[src/rtl/pwr_mode_pkg.sv]
package pwr_mode_pkg;

    typedef enum logic [1:0] {
        PM_RUN       = 2'd0,
        PM_IDLE      = 2'd1,
        PM_STOP_PEND = 2'd2,
        PM_STOP      = 2'd3
    } pm_state_e;

    localparam int PCON_W   = 2;
    localparam int IDLE_BIT = 0;
    localparam int STOP_BIT = 1;

    typedef struct packed {
        logic halt;
        logic osc;
        logic periph;
    } pm_out_t;

    // Per-mode drive of the halt and clock-gate outputs.
    function automatic pm_out_t mode_outputs(pm_state_e s);
        pm_out_t o;
        case (s)
            PM_IDLE: o = '{halt: 1'b1, osc: 1'b1, periph: 1'b1};
            PM_STOP: o = '{halt: 1'b1, osc: 1'b0, periph: 1'b0};
            default: o = '{halt: 1'b0, osc: 1'b1, periph: 1'b1};
        endcase
        return o;
    endfunction

    // Stop outranks idle when both request bits arrive together.
    function automatic pm_state_e decode_write(logic [PCON_W-1:0] d);
        if (d[STOP_BIT])      return PM_STOP_PEND;
        else if (d[IDLE_BIT]) return PM_IDLE;
        else                  return PM_RUN;
    endfunction

endpackage

[src/rtl/pwr_mcd.sv]
module pwr_mcd #(
    parameter int MCD_TICKS = 16
) (
    input  logic clk,
    input  logic rst,
    input  logic clr,
    input  logic mcd_en,
    input  logic ref_tick,
    input  logic sysclk_edge,
    output logic fire
);
    localparam int CW = $clog2(MCD_TICKS + 1);
    localparam logic [CW-1:0] LAST = CW'(MCD_TICKS - 1);

    logic [CW-1:0] cnt;

    assign fire = mcd_en && ref_tick && !sysclk_edge && (cnt == LAST);

    always_ff @(posedge clk) begin
        if (rst || clr || !mcd_en || sysclk_edge || fire)
            cnt <= '0;
        else if (ref_tick)
            cnt <= cnt + 1'b1;
    end
endmodule

[src/rtl/pwr_wake.sv]
module pwr_wake #(
    parameter int N_IRQ = 4
) (
    input  logic [N_IRQ-1:0] irq_req,
    input  logic [N_IRQ-1:0] irq_en,
    input  logic             wdt_en,
    input  logic             wdt_expire,
    output logic             wake,
    output logic             wdt_rst
);
    logic [N_IRQ-1:0] live;

    for (genvar i = 0; i < N_IRQ; i++) begin : g_mask
        assign live[i] = irq_req[i] & irq_en[i];
    end

    assign wake    = |live;
    assign wdt_rst = wdt_en & wdt_expire;
endmodule

[src/rtl/pwr_fsm.sv]
module pwr_fsm
    import pwr_mode_pkg::*;
(
    input  logic              clk,
    input  logic              rst,
    input  logic              pcon_wr,
    input  logic [PCON_W-1:0] pcon_wdata,
    input  logic              instr_done,
    input  logic              wake,
    input  logic              wdt_rst,
    input  logic              mcd_fire,
    input  logic              ext_rst,
    output pm_state_e         state,
    output logic [PCON_W-1:0] pcon,
    output logic              int_rst_req
);
    pm_state_e         state_n;
    logic [PCON_W-1:0] pcon_n;
    logic              int_src;

    // The watchdog stops together with the peripherals in stop.
    assign int_src = (wdt_rst && state != PM_STOP) || mcd_fire;

    always_comb begin
        state_n = state;
        pcon_n  = pcon;
        if (ext_rst || int_src) begin
            state_n = PM_RUN;
            pcon_n  = '0;
        end else begin
            case (state)
                PM_RUN: if (pcon_wr) begin
                    state_n = decode_write(pcon_wdata);
                    pcon_n  = '0;
                    if (pcon_wdata[STOP_BIT])      pcon_n[STOP_BIT] = 1'b1;
                    else if (pcon_wdata[IDLE_BIT]) pcon_n[IDLE_BIT] = 1'b1;
                end
                PM_IDLE: if (wake) begin
                    state_n          = PM_RUN;
                    pcon_n[IDLE_BIT] = 1'b0;
                end
                PM_STOP_PEND: if (instr_done) state_n = PM_STOP;
                default: ;
            endcase
        end
    end

    always_ff @(posedge clk) begin
        if (rst) begin
            state       <= PM_RUN;
            pcon        <= '0;
            int_rst_req <= 1'b0;
        end else begin
            state       <= state_n;
            pcon        <= pcon_n;
            int_rst_req <= int_src && !ext_rst;
        end
    end
endmodule

[src/rtl/pwr_mode_ctrl.sv]
module pwr_mode_ctrl
    import pwr_mode_pkg::*;
#(
    parameter int N_IRQ     = 4,
    parameter int MCD_TICKS = 16
) (
    input  logic             clk,
    input  logic             rst,
    input  logic             pcon_wr,
    input  logic [1:0]       pcon_wdata,
    input  logic             instr_done,
    input  logic [N_IRQ-1:0] irq_req,
    input  logic [N_IRQ-1:0] irq_en,
    input  logic             ext_rst,
    input  logic             wdt_en,
    input  logic             wdt_expire,
    input  logic             mcd_en,
    input  logic             ref_tick,
    input  logic             sysclk_edge,
    output logic [1:0]       pcon_rd,
    output logic             cpu_halt,
    output logic             osc_en,
    output logic             periph_clk_en,
    output logic             int_rst_req
);
    logic      wake, wdt_rst, mcd_fire;
    pm_state_e state;
    pm_out_t   outs;

    pwr_wake #(.N_IRQ(N_IRQ)) u_wake (
        .irq_req   (irq_req),
        .irq_en    (irq_en),
        .wdt_en    (wdt_en),
        .wdt_expire(wdt_expire),
        .wake      (wake),
        .wdt_rst   (wdt_rst)
    );

    pwr_mcd #(.MCD_TICKS(MCD_TICKS)) u_mcd (
        .clk        (clk),
        .rst        (rst),
        .clr        (ext_rst),
        .mcd_en     (mcd_en),
        .ref_tick   (ref_tick),
        .sysclk_edge(sysclk_edge),
        .fire       (mcd_fire)
    );

    pwr_fsm u_fsm (
        .clk        (clk),
        .rst        (rst),
        .pcon_wr    (pcon_wr),
        .pcon_wdata (pcon_wdata),
        .instr_done (instr_done),
        .wake       (wake),
        .wdt_rst    (wdt_rst),
        .mcd_fire   (mcd_fire),
        .ext_rst    (ext_rst),
        .state      (state),
        .pcon       (pcon_rd),
        .int_rst_req(int_rst_req)
    );

    assign outs          = mode_outputs(state);
    assign cpu_halt      = outs.halt;
    assign osc_en        = outs.osc;
    assign periph_clk_en = outs.periph;
endmodule

[config.mk]
export PLATFORM = sky130hd
export DESIGN_NAME = pwr_mode_ctrl
export DESIGN_NICKNAME = d
export VERILOG_FILES = /design/src/rtl/pwr_mode_pkg.sv /design/src/rtl/pwr_mcd.sv /design/src/rtl/pwr_wake.sv /design/src/rtl/pwr_fsm.sv /design/src/rtl/pwr_mode_ctrl.sv
export SDC_FILE = /design/constraint.sdc
export NUM_CORES = 1
export LEC_CHECK = 0
export BUFFER_PORTS_ARGS = -buffer_cell sky130_fd_sc_hd__buf_2
export CAP_MARGIN = 20
export CORE_MARGIN = 1.5
export CORE_UTILIZATION = 41
export CTS_BUF_LIST = sky130_fd_sc_hd__clkbuf_4 sky130_fd_sc_hd__clkbuf_8
export DETAILED_ROUTE_END_ITERATION = 12
export GPL_TIMING_DRIVEN = 0
export HOLD_SLACK_MARGIN = 0.15
export PLACE_DENSITY = 0.75
export SYNTH_ARGS = -nofsm -noshare
export SYNTH_HDL_FRONTEND = slang
export SYNTH_SLANG_ARGS = --single-unit
[constraint.sdc]
create_clock -name clk -period 1.6 [get_ports clk]
set_input_delay 0.32 -clock clk [delete_from_list [all_inputs] [get_ports clk]]
set_output_delay 0.32 -clock clk [all_outputs]
set_load 0.02 [all_outputs]
Yosys cells after proc, flatten, opt, wreduce, memory -nomap -nowiden

Index checks and enable logic that the tools add are counted.

Flip-flop bits (word level): 10
Output and inout port bits: 6
Logic and storage cells: 54

$add $sub $neg: 1
Equality and inequality tests: 8
Multiplexer cells: 13
Bitwise logic cells: 5
Reductions and logical operators: 22

Operator list:

| operator            | number |
|---|---|
| $mux 2              | 4 |
| $logic_or 1x1->1    | 6 |
| $mux 1              | 6 |
| $ne 2x2->1 const B  | 3 |
| $pmux 2 s3          | 1 |
| $pmux 3 s2          | 1 |
| $add 5x1->5 const B | 1 |
| $and 1x1->1         | 5 |
| $eq 5x4->1 const B  | 1 |
| $logic_and 1x1->1   | 5 |
| $eq 2x2->1 const B  | 2 |
| $reduce_and 4->1    | 1 |
| $reduce_or 4->1     | 1 |
| $logic_not 1->1     | 3 |
| $reduce_and 3->1    | 1 |
| $reduce_bool 3->1   | 1 |
| $eq 2x1->1 const B  | 1 |
| $logic_not 2->1     | 1 |
| $ne 2x1->1 const B  | 1 |
| $pmux 1 s2          | 1 |
| $reduce_and 2->1    | 1 |
| $reduce_bool 2->1   | 1 |
| $reduce_or 2->1     | 1 |

Logic depth before layout (Yosys ltp)

Gate-level depths: netlist of run 1.

Depth in word-level cells: 6
Mapped depth: 7
Depth with buffers taken out: 7

By module

From an unflattened synthesis of run 1, not the netlist that was laid out.

Cell total of the unflattened synthesis: 67
Area, all modules: 609.3 um2

Modules (own cells, without submodules):

| module        | times used | cells each | area an instance (um2) |
|---|---|---|---|
| pwr_fsm       | 1          | 34         | 310.3 |
| pwr_mcd       | 1          | 26         | 259.0 |
| pwr_wake      | 1          | 4          | 25.0 |
| pwr_mode_ctrl | 1          | 3          | 15.0 |

Least setup slack after synthesis of run 1

Ideal clock, no wire load.

Kind: register to register
Start: register u_mcd.cnt[0]
End: register u_fsm.state[0]
Setup time: 0.120 ns
Data arrival time: 1.331 ns
Setup slack: 0.149 ns
Stages on the path, launching flop included: 8
Buffers on the path: 0
Period minus slack after synthesis: 1.451 ns
Path through: dfxtp_1 -> ha_1 -> and3_1 -> ha_1 -> nand2_1 -> o32a_1 -> nand2_1 -> nor3_2

Cells in the longest elaborated chain, start to end: 5

RTL lines:

| element                   | line          | text |
|---|---|---|
| from (decl)               | pwr_mcd.sv:15 | `logic [CW-1:0] cnt;` |
| from (signal assigned)    | pwr_mcd.sv:23 | `cnt <= cnt + 1'b1;` |
| $eq 5x4->1                | pwr_mcd.sv:17 | `assign fire = mcd_en && ref_tick && !sysclk_edge && (cnt == LAST);` |
| $logic_and 1x1->1         | pwr_mcd.sv:17 |  |
| $logic_or 1x1->1          | pwr_fsm.sv:22 | `assign int_src = (wdt_rst && state != PM_STOP) \|\| mcd_fire;` |
| $logic_or 1x1->1          | pwr_fsm.sv:27 | `if (ext_rst \|\| int_src) begin` |
| $reduce_or 2->1 (no line) | --            |  |
| to (signal assigned)      | pwr_fsm.sv:54 | `state <= state_n;` |
| to (decl)                 | pwr_fsm.sv:13 | `output pm_state_e state,` |

No other way between the ends.
A chain may end at the register's enable or synchronous reset.

Final worst setup path of run 1

Start: register u_fsm.state[1]
End: output port cpu_halt

Cells in the longest elaborated chain, start to end: 2
Elaborated cells between the ends (all ways): 3
Those cells by class: 2 x eq/ne; 1 x mux

RTL lines:

| element                                         | line                | text |
|---|---|---|
| $eq 2x2->1 / $eq 2x1->1 (equally long branches) | pwr_mode_pkg.sv:23  | `case (s)` |
| $pmux 3 s2 *                                    | pwr_mode_pkg.sv:23  |  |
| to (decl)                                       | pwr_mode_ctrl.sv:21 | `output logic cpu_halt,` |

Every way passes the cells marked *; elsewhere a longest branch is shown, timed or not.

==> impl_metrics.json, run 1 <==
{
  "status": "finished clean",
  "h-tree-depth": 1,
  "setup_viol": 0,
  "crit_required_ps": 1280,
  "max_freq_mhz": 635,
  "via_per_inst": 5.19,
  "ys_seq_elements": 10,
  "syn_avg_cell_area_um2": 8.71,
  "maxCapViolations": 0,
  "grt_use_total_pct": 14.3,
  "whs_ps": 236,
  "core-area_um2": 1350,
  "synthCells": 71,
  "rows": 13,
  "grt_max_degree": 8,
  "powerDensity_nw_per_um2": 654,
  "layout.nets": 131,
  "cts_inserted_buffers": 3,
  "antenna_left": 0,
  "grt_pass1_vias": 557,
  "cts.clk_slew.worst_paths_ps": 60,
  "crit_family": "flip-flops",
  "diodes": 0,
  "netlist-cell-type-count": 29,
  "drive_gt1_share_pct": 44.1,
  "seq_area_frac_synth_pct": 32.4,
  "clock_skew_ps": 6.66,
  "fin_setup_tns_ps": 0,
  "use_met1_pct": 14.8,
  "period_minus_slack_ps": 1580,
  "endpoint_kind": "output pin",
  "p_leak_nw": 0.384,
  "drc": 0,
  "grt_first_pass_wirelength_um": 1980,
  "die_h_um": 41.8,
  "wl_per_cell_um": 11.1,
  "max_stage_delay_ps": 370,
  "seq_power_share_pct": 48.3,
  "port_buffers": 24,
  "path_buf_inv": 2,
  "timing.final.max_slew_violations": 0,
  "wirelength_um": 1290,
  "arrival_ps": 1260,
  "swShare_pct": 26.2,
  "worstRegToRegCells": 7,
  "cts_tree": "done",
  "met3_usage_pct": 3.04,
  "hold_buffers": 0,
  "crit_type": "register to output pin",
  "dieArea_um2": 1750,
  "dieWidth_um": 41.8,
  "ir_drop_uv": 423,
  "critical_path_cell_count": 4,
  "clock-sinks": 10,
  "rsz0062_at_grt": "yes",
  "firstDrtPassIters": 5,
  "cts_max_path_buffers": 2,
  "dp_hpwl_um": 1020,
  "grt.busiest_layer": "met2",
  "area_delta_synth_final_pct": 33.0,
  "cp_max_fo": 5,
  "layout_commonest_cell": "buf_2",
  "hold_class": "input pin to register",
  "worst_pin_slew_ps": 335,
  "first_iter_violations": 12,
  "synthesis.yosys.warnings": 0,
  "grt-ovfl-total": 0,
  "p_total_uw": 537,
  "period_share_pct": 98.4,
  "vias": 607,
  "start_kind": "register",
  "cts_root_buffer": "clkbuf_4",
  "antenna_found_initial": 0,
  "cp_cell_sequence": "inv_1 -> ha_2 -> or2_1 -> buf_2",
  "comb_power_share_pct": 21.3,
  "gp_congestion": 0.778,
  "relSlewSlack_pct": 77.6,
  "p_sw_uw": 141,
  "hold_violations": 0,
  "use_met2_pct": 24.4,
  "clk_latency_ps": 260,
  "synth_nets": 98,
  "p_int_uw": 397,
  "hold_depth": 2,
  "io_pins": 26,
  "initial_core_util_pct": 45.8,
  "critPathSlowestCell": "dfxtp_4",
  "fin_util_pct": 60.9,
  "clockPowerShare_pct": 30.4,
  "syn_area_um2": 618,
  "final_cell_mix": "buf_2 (25), inv_1 (7), nand2_1 (7), nor2_1 (7)"
}
## cells in the mapped netlist (all sizes together)
cell type,count,area [µm²]
dfxtp,10,200
nand2,8,30.0
ha,7,87.6
inv,7,26.3
nor2,7,26.3
nor3,5,40.0
a21oi,3,15.0
nor2b,3,21.3
buf,2,12.5
nand3,2,15.0
o2111a,2,22.5
xor2,2,17.5
a211oi,1,7.51
a222oi,1,10.0
and3,1,6.26
mux2i,1,10.0
nand2b,1,6.26
nand4,1,6.26
nand4b,1,8.76
o211ai,1,12.5
o21ai,1,5.00
o32a,1,10.0
or2,1,6.26
or3,1,6.26
xnor2,1,8.76
## timing repair
item | in CTS | in global routing
pin swaps | 1 | 7
endpoints found under the setup margin | 4 | 6
buffers inserted | 0 | 4
resized for setup | 4 | 3
## registers in the layout (all words and copies together) (netlist names)
name               flops
u_mcd.cnt              5
u_fsm.pcon             2
u_fsm.state            2
u_fsm.int_rst_req      1
## routing by layer
layer	share of wire [%]	up-vias	wire (µm)
met5	0	-	0
met4	3.2	0	42
met3	6.6	8	85
met2	48	26	623
met1	42	268	542
li1	-	305	-
## logic make-up (layout without fill, tap and decap cells)
| family | Yosys count | in the layout | synth area share, % |
|---|---|---|---|
| simple gates | 31 | 31 | 27.9 |
| xor+xnor | 3 | 3 | 4.25 |
| fa+ha+maj | 7 | 7 | 14.2 |
| compound gates | 10 | 10 | 13.4 |
| mux | 1 | 1 | 1.62 |
| flops | 10 | 10 | 32.4 |
| buf+inv | 9 | 40 | 6.28 |
## power by group through the flow
stage          registers (mW)  clock network [mW]  logic, mW
3_5_place_dp            0.266                   0      0.111
5_1_grt                 0.261               0.181      0.128
3_3_place_gp            0.265                   0      0.106
2_1_floorplan           0.267                   0     0.0700
6_report                0.260               0.163      0.114
4_1_cts                 0.260               0.167      0.112
## through the flow
stage,instance area [µm²],setup slack (ps),std cells
global placement,757,54.4,110
global route,822,-37.7,117
floorplan,618,149,71
finish,822,24.9,117
CTS,788,16.6,113
detailed placement,757,5.78,110
## worst paths after layout
kind,end,from,slack [ps]
max,cpu_halt,u_fsm.state[1]$_SDFFE_PP0P_,20
min,u_fsm.int_rst_req$_SDFF_PP0_,rst,240
max reg2reg,u_fsm.pcon[1]$_SDFFE_PP0P_,u_mcd.cnt[0]$_SDFFE_PP0P_,70
min reg2reg,u_fsm.pcon[1]$_SDFFE_PP0P_,u_fsm.pcon[1]$_SDFFE_PP0P_,460
## cell type report
type,count,area [µm²]
Tap cell,15,18.8
Inverter,7,26.3
Fill cell,129,528
Multi-Input combinational cell,52,384
Clock buffer,3,22.5
Buffer,2,12.5
Sequential cell,10,208
Timing Repair Buffer,28,150
## worst register-to-register path, stage by stage (launching register included)
cell	delay (ps)
dfxtp_2	340
ha_1	160
and3_1	170
ha_1	130
nand2_1	70
o32a_1	370
nand2_2	120
a21oi_1	50
Note: power is estimated with default switching activity, not from simulation.
==> inputs of run 2 (changes only) <==
==> constraint.sdc (replaced) <==
create_clock -name clk -period 1.6 [get_ports clk]
set_input_delay 0.08 -clock clk [delete_from_list [all_inputs] [get_ports clk]]
set_output_delay 0.08 -clock clk [all_outputs]
set_load 0.02 [all_outputs]
==> impl_metrics.json, run 2 (synthesis results as in run 1) <==
{
  "status": "finished clean",
  "powerDensity_nw_per_um2": 622,
  "wl_per_cell_um": 12.1,
  "diodes": 0,
  "ir_drop_uv": 422,
  "maxCapViolations": 0,
  "dieWidth_um": 41.8,
  "cts_max_path_buffers": 2,
  "worst_pin_slew_ps": 335,
  "core-area_um2": 1350,
  "max_freq_mhz": 638,
  "crit_required_ps": 1750,
  "initial_core_util_pct": 45.8,
  "grt_pass1_vias": 576,
  "h-tree-depth": 1,
  "fin_setup_tns_ps": 0,
  "cp-startpoint": "u_mcd.cnt[0]$_SDFFE_PP0P_",
  "period_share_pct": 97.9,
  "area_delta_synth_final_pct": 43.9,
  "antenna_left": 0,
  "io_pins": 26,
  "period_minus_slack_ps": 1570,
  "pre_cts_slack_ps": 5.78,
  "fin_ws_ps": 33.6,
  "cts_root_buffer": "clkbuf_4",
  "start_kind": "register",
  "clock-sinks": 10,
  "grt_first_pass_wirelength_um": 2120,
  "endpoint_kind": "register",
  "whs_ps": 174,
  "cts_inserted_buffers": 3,
  "r2r-start": "u_mcd.cnt[0]$_SDFFE_PP0P_",
  "hold_path.startpoint": "pcon_wr",
  "clk_latency_ps": 260,
  "firstDrtPassIters": 4,
  "antenna_found_initial": 0,
  "cts.clk_slew.worst_paths_ps": 60,
  "wirelength_um": 1470,
  "p_leak_nw": 0.399,
  "vias": 632,
  "crit_type": "register to register",
  "drc": 0,
  "largest_register": "u_mcd.cnt",
  "cp_max_fo": 4,
  "dieArea_um2": 1750,
  "layout.nets": 136,
  "dp_hpwl_um": 1020,
  "drive_gt1_share_pct": 44.9,
  "grt-ovfl-total": 0,
  "gp_congestion": 0.778,
  "relSlewSlack_pct": 77.6,
  "timing.final.max_slew_violations": 0,
  "grt_use_total_pct": 15.3,
  "final_cell_mix": "buf_2 (25), inv_1 (7), nor2_1 (7)",
  "hold_violations": 0,
  "cts_tree": "done",
  "port_buffers": 24,
  "arrival_ps": 1710,
  "setup_viol": 0,
  "grt_max_degree": 8,
  "largest_reg_flops": 5,
  "hold_class": "input pin to register",
  "first_iter_violations": 12,
  "clock_skew_ps": 7.11,
  "largestRegisters": "u_mcd.cnt (5), u_fsm.pcon (2), u_fsm.state (2)",
  "rows": 13,
  "layout_commonest_cell": "buf_2",
  "via_per_inst": 5.18,
  "die_h_um": 41.8
}
==> run 2: cell count changes in the layout (fill, tap and decap cells not counted), sizes merged <==
cell         delta
dlygate4sd3     +5
==> run 2: area by class of cell <==
cell class / instances / area (µm²)
fill: 126 / 460
multi-input combinational: 52 / 404
sequential: 10 / 205
timing repair buffer: 33 / 200
inverter: 7 / 26.3
clock buffer: 3 / 22.5
tap: 15 / 18.8
buffer: 2 / 12.5
==> run 2: repair_timing <==
action | 4_1_cts | 5_1_grt
pin swaps | 0 | 7
hold buffers | 5 | 0
resized for setup | 1 | 9
setup endpoints to repair | 3 | 6
setup buffers | 0 | 4
endpoints found under the hold margin | 3 | 0
==> run 2: path summary, 6_finish.rpt <==
kind,end,slack (ps),cells after the start
setup reg to reg,u_fsm.pcon[1]$_SDFFE_PP0P_,30,7
hold reg to reg,u_fsm.pcon[1]$_SDFFE_PP0P_,460,2
setup / recovery,u_fsm.pcon[1]$_SDFFE_PP0P_,30,7
hold / removal,u_fsm.pcon[1]$_SDFFE_PP0P_,170,4
==> run 2: metal layers <==
layer | share of wire (%) | track usage [%] | up-vias
met1 | 40 | 15.9 | 289
met3 | 5.1 | 3.04 | 6
met5 | 0 | 0 | -
li1 | - | - | 315
met2 | 51 | 27.5 | 22
met4 | 3.1 | 9.68 | 0
==> run 2: through the flow <==
| stage | std cells | power [mW] | area, µm² | util (%) |
|---|---|---|---|---|
| global placement | 110 | 0.371 | 757 | 56.1 |
| global route | 122 | 0.581 | 890 | 65.9 |
| detailed placement | 110 | 0.376 | 757 | 56.1 |
| CTS | 118 | 0.548 | 832 | 61.6 |
| finish | 122 | 0.553 | 890 | 65.9 |
| floorplan | 71 | 0.337 | 618 | - |
==> run 2: critical path: stages, from the launching register on <==
cell and delay, ps:
dfxtp_2 360, ha_4 130, and3_4 170, ha_2 160, nand2_2 60, o32a_1 380
nand2_2 130, a21oi_1 60
==> run 2: power breakdown <==
group	leakage [nW]	switching [mW]	internal, mW
registers	0.0828	0.00549	0.255
clock network	0.0138	0.0792	0.0865
logic	0.302	0.0622	0.0643
total	0.399	0.147	0.406
==> inputs of run 3 (changes only) <==
--- a/config.mk
+++ b/config.mk
@@ -5,6 +5,7 @@
 export SDC_FILE = /design/constraint.sdc
 export NUM_CORES = 1
 export LEC_CHECK = 0
+export ABC_AREA = 1
 export BUFFER_PORTS_ARGS = -buffer_cell sky130_fd_sc_hd__buf_2
 export CAP_MARGIN = 20
 export CORE_MARGIN = 1.5
@@ -13,7 +14,7 @@
 export DETAILED_ROUTE_END_ITERATION = 12
 export GPL_TIMING_DRIVEN = 0
 export HOLD_SLACK_MARGIN = 0.15
-export PLACE_DENSITY = 0.75
+export PLACE_DENSITY = 0.73
 export SYNTH_ARGS = -nofsm -noshare
 export SYNTH_HDL_FRONTEND = slang
 export SYNTH_SLANG_ARGS = --single-unit
==> impl_metrics.json, run 3 <==
{
  "grt_pass1_vias": 565,
  "synthFlopType": "dfxtp_1",
  "synth_top_area_cell": "dfxtp_1",
  "powerDensity_nw_per_um2": 622,
  "wl_per_cell_um": 9.18,
  "crit_required_ps": 1790,
  "clock_skew_ps": 0.892,
  "cts_inserted_buffers": 3,
  "largest_register": "u_mcd.cnt",
  "cts_tree": "done",
  "placedCellCount": 138,
  "synthCells": 98,
  "firstDrtPassIters": 3,
  "largest_reg_flops": 5,
  "gp_congestion": 0.744,
  "grt_first_pass_wirelength_um": 2170,
  "antenna_left": 0,
  "fin_ws_ps": 91.3,
  "area_delta_synth_final_pct": 33.8,
  "io_pins": 26,
  "whs_ps": 225,
  "dp_hpwl_um": 1050,
  "initial_core_util_pct": 45.2,
  "clockPowerShare_pct": 28.0,
  "port_buffers": 24,
  "design_area_um2": 932,
  "drive_gt1_share_pct": 29.8,
  "instances_no_fill": 147,
  "drc": 0,
  "synth_edf_count": 0,
  "seq_area_frac_synth_pct": 28.7,
  "syn_avg_cell_area_um2": 7.11,
  "h-tree-depth": 1,
  "r2r-start": "u_fsm.state[0]$_SDFFE_PP0P_",
  "arrival_ps": 1700,
  "rrSetupSlack_ps": 90,
  "period_share_pct": 94.3,
  "p_sw_uw": 161,
  "fin_setup_tns_ps": 0,
  "relSlewSlack_pct": 81.5,
  "layout.nets": 160,
  "ys_seq_elements": 10,
  "rsz0062_at_grt": "no",
  "synth.most_common_cell": "nand2_1",
  "post_dp_cell_area_um2": 837,
  "dieWidth_um": 44.2,
  "final_cell_mix": "buf_2 (24), nand2_1 (21), inv_1 (19)",
  "ir_drop_uv": 548,
  "period_minus_slack_ps": 1510,
  "setup_viol": 0,
  "seq_power_share_pct": 44.9,
  "crit_type": "register to register",
  "cts.clk_slew.worst_paths_ps": 60,
  "hold_violations": 0,
  "rows": 14,
  "via_per_inst": 4.44,
  "hold_class": "input pin to register",
  "comb_power_share_pct": 27.1,
  "largestRegisters": "u_mcd.cnt (5), u_fsm.pcon (2), u_fsm.state (2)",
  "worst_pin_slew_ps": 276,
  "grt_max_degree": 8,
  "status": "finished clean",
  "vias": 652,
  "die_h_um": 44.2,
  "cts_max_path_buffers": 2,
  "ys_top_cells_by_count": "nand2_1 (21), inv_1 (19), nor2_1 (12), dfxtp_1 (10), ha_1 (7)",
  "pre_cts_slack_ps": 106,
  "worstRegToRegCells": 5,
  "start_kind": "register",
  "first_iter_violations": 18,
  "syn_area_um2": 697,
  "cts_root_buffer": "clkbuf_4",
  "wirelength_um": 1350,
  "timing.final.max_slew_violations": 0,
  "antenna_found_initial": 0,
  "max_freq_mhz": 663,
  "reg2reg_to": "u_fsm.pcon[1]$_SDFFE_PP0P_",
  "holdPathEnd": "u_fsm.int_rst_req$_SDFF_PP0_",
  "fillCellCount": 152,
  "p_int_uw": 418,
  "synth_nets": 125,
  "netlist-cell-type-count": 24,
  "cp_max_fo": 4,
  "diodes": 0,
  "fin_util_pct": 60.5,
  "synth_area_leaders": "dfxtp_1 (29%), ha_1 (13%), nand2_1 (11%)",
  "synth_async_sr_flop_share_pct": 0,
  "dieArea_um2": 1960,
  "maxCapViolations": 0,
  "swShare_pct": 27.9,
  "hold_path.startpoint": "mcd_en",
  "synth_top_area_share_pct": 28.7,
  "core-area_um2": 1540,
  "grt_use_total_pct": 15.3,
  "clk_latency_ps": 260,
  "endpoint_kind": "register",
  "p_leak_nw": 0.483,
  "hold_depth": 4,
  "synthesis.yosys.warnings": 0,
  "p_total_uw": 579,
  "clock-sinks": 10,
  "grt-ovfl-total": 0,
  "layout_commonest_cell": "buf_2"
}
run 3: changes by cell type after synthesis, sizes merged, moves of 2 or more:
cell	change
nor3	-4
nor2	+6
inv	+13
nand3	+4
nand2	+16
o21a	+2
o2111a	-2
nor2b	-3
nand4	+3
run 3: cell families after synthesis:
family | synth area share (%)
AOI/OAI and AO/OA | 7.18
xor gates and xnor gates | 2.51
adders and majority gates | 12.6
DFF | 28.7
buffers and inverters | 13.5
and+or+nand+nor | 34.1
muxes | 1.44
run 3: timing repair:
item                                   CTS  global route
gates resized for setup                  0             2
hold buffers                             6             0
endpoints found under the hold margin    4             0
buffers inserted                         0             0
setup endpoints to repair                0             2
run 3: routing by layer:
| layer | up-vias | GRT usage [%] | share of wire, % |
|---|---|---|---|
| met5 | - | 0 | 0 |
| met4 | 0 | 1.82 | 0 |
| met3 | 0 | 7.35 | 8.2 |
| met2 | 20 | 28.2 | 47 |
| met1 | 264 | 16.1 | 45 |
| li1 | 368 | - | - |
run 3: worst max-delay path, stage by stage (launching register included):
cell and delay (ps):
dfxtp_1 340, inv_1 140, ha_4 170, nand3_1 80, dlygate4sd3_1 570, a21oi_1 130
run 3: worst max-delay path by stage:
stage                                            from                          end  slack (ps)  depth (start not counted)
after floorplan             u_mcd.cnt[0]$_SDFFE_PP0P_   u_fsm.pcon[0]$_SDFFE_PP0P_         240                          9
after global placement      u_mcd.cnt[0]$_SDFFE_PP0P_    u_mcd.cnt[0]$_SDFFE_PP0P_         120                          6
after detailed placement    u_mcd.cnt[0]$_SDFFE_PP0P_    u_mcd.cnt[0]$_SDFFE_PP0P_         110                          6
after CTS                 u_fsm.state[0]$_SDFFE_PP0P_   u_fsm.pcon[1]$_SDFFE_PP0P_          50                          5
after global routing        u_mcd.cnt[0]$_SDFFE_PP0P_  u_fsm.state[1]$_SDFFE_PP0P_           8                          9
final                     u_fsm.state[0]$_SDFFE_PP0P_   u_fsm.pcon[1]$_SDFFE_PP0P_          90                          5
run 3: layout make-up:
type,count,area (µm²),area share (%)
plain buffers,2,18.8,2.01
repair buffers,30,180,19.3
well taps,16,20.0,2.15
clock buffers,3,22.5,2.42
multi-input cells,66,415,44.6
flip-flops and latches,10,200,21.5
inverters,20,75.1,8.05
run 3: power groups by stage:
stage | sequential (mW) | clock (mW) | combinational, mW
floorplan | 0.268 | 0 | 0.0928
global placement | 0.266 | 0 | 0.135
detailed placement | 0.266 | 0 | 0.139
CTS | 0.260 | 0.171 | 0.151
global route | 0.261 | 0.187 | 0.177
finish | 0.260 | 0.162 | 0.157
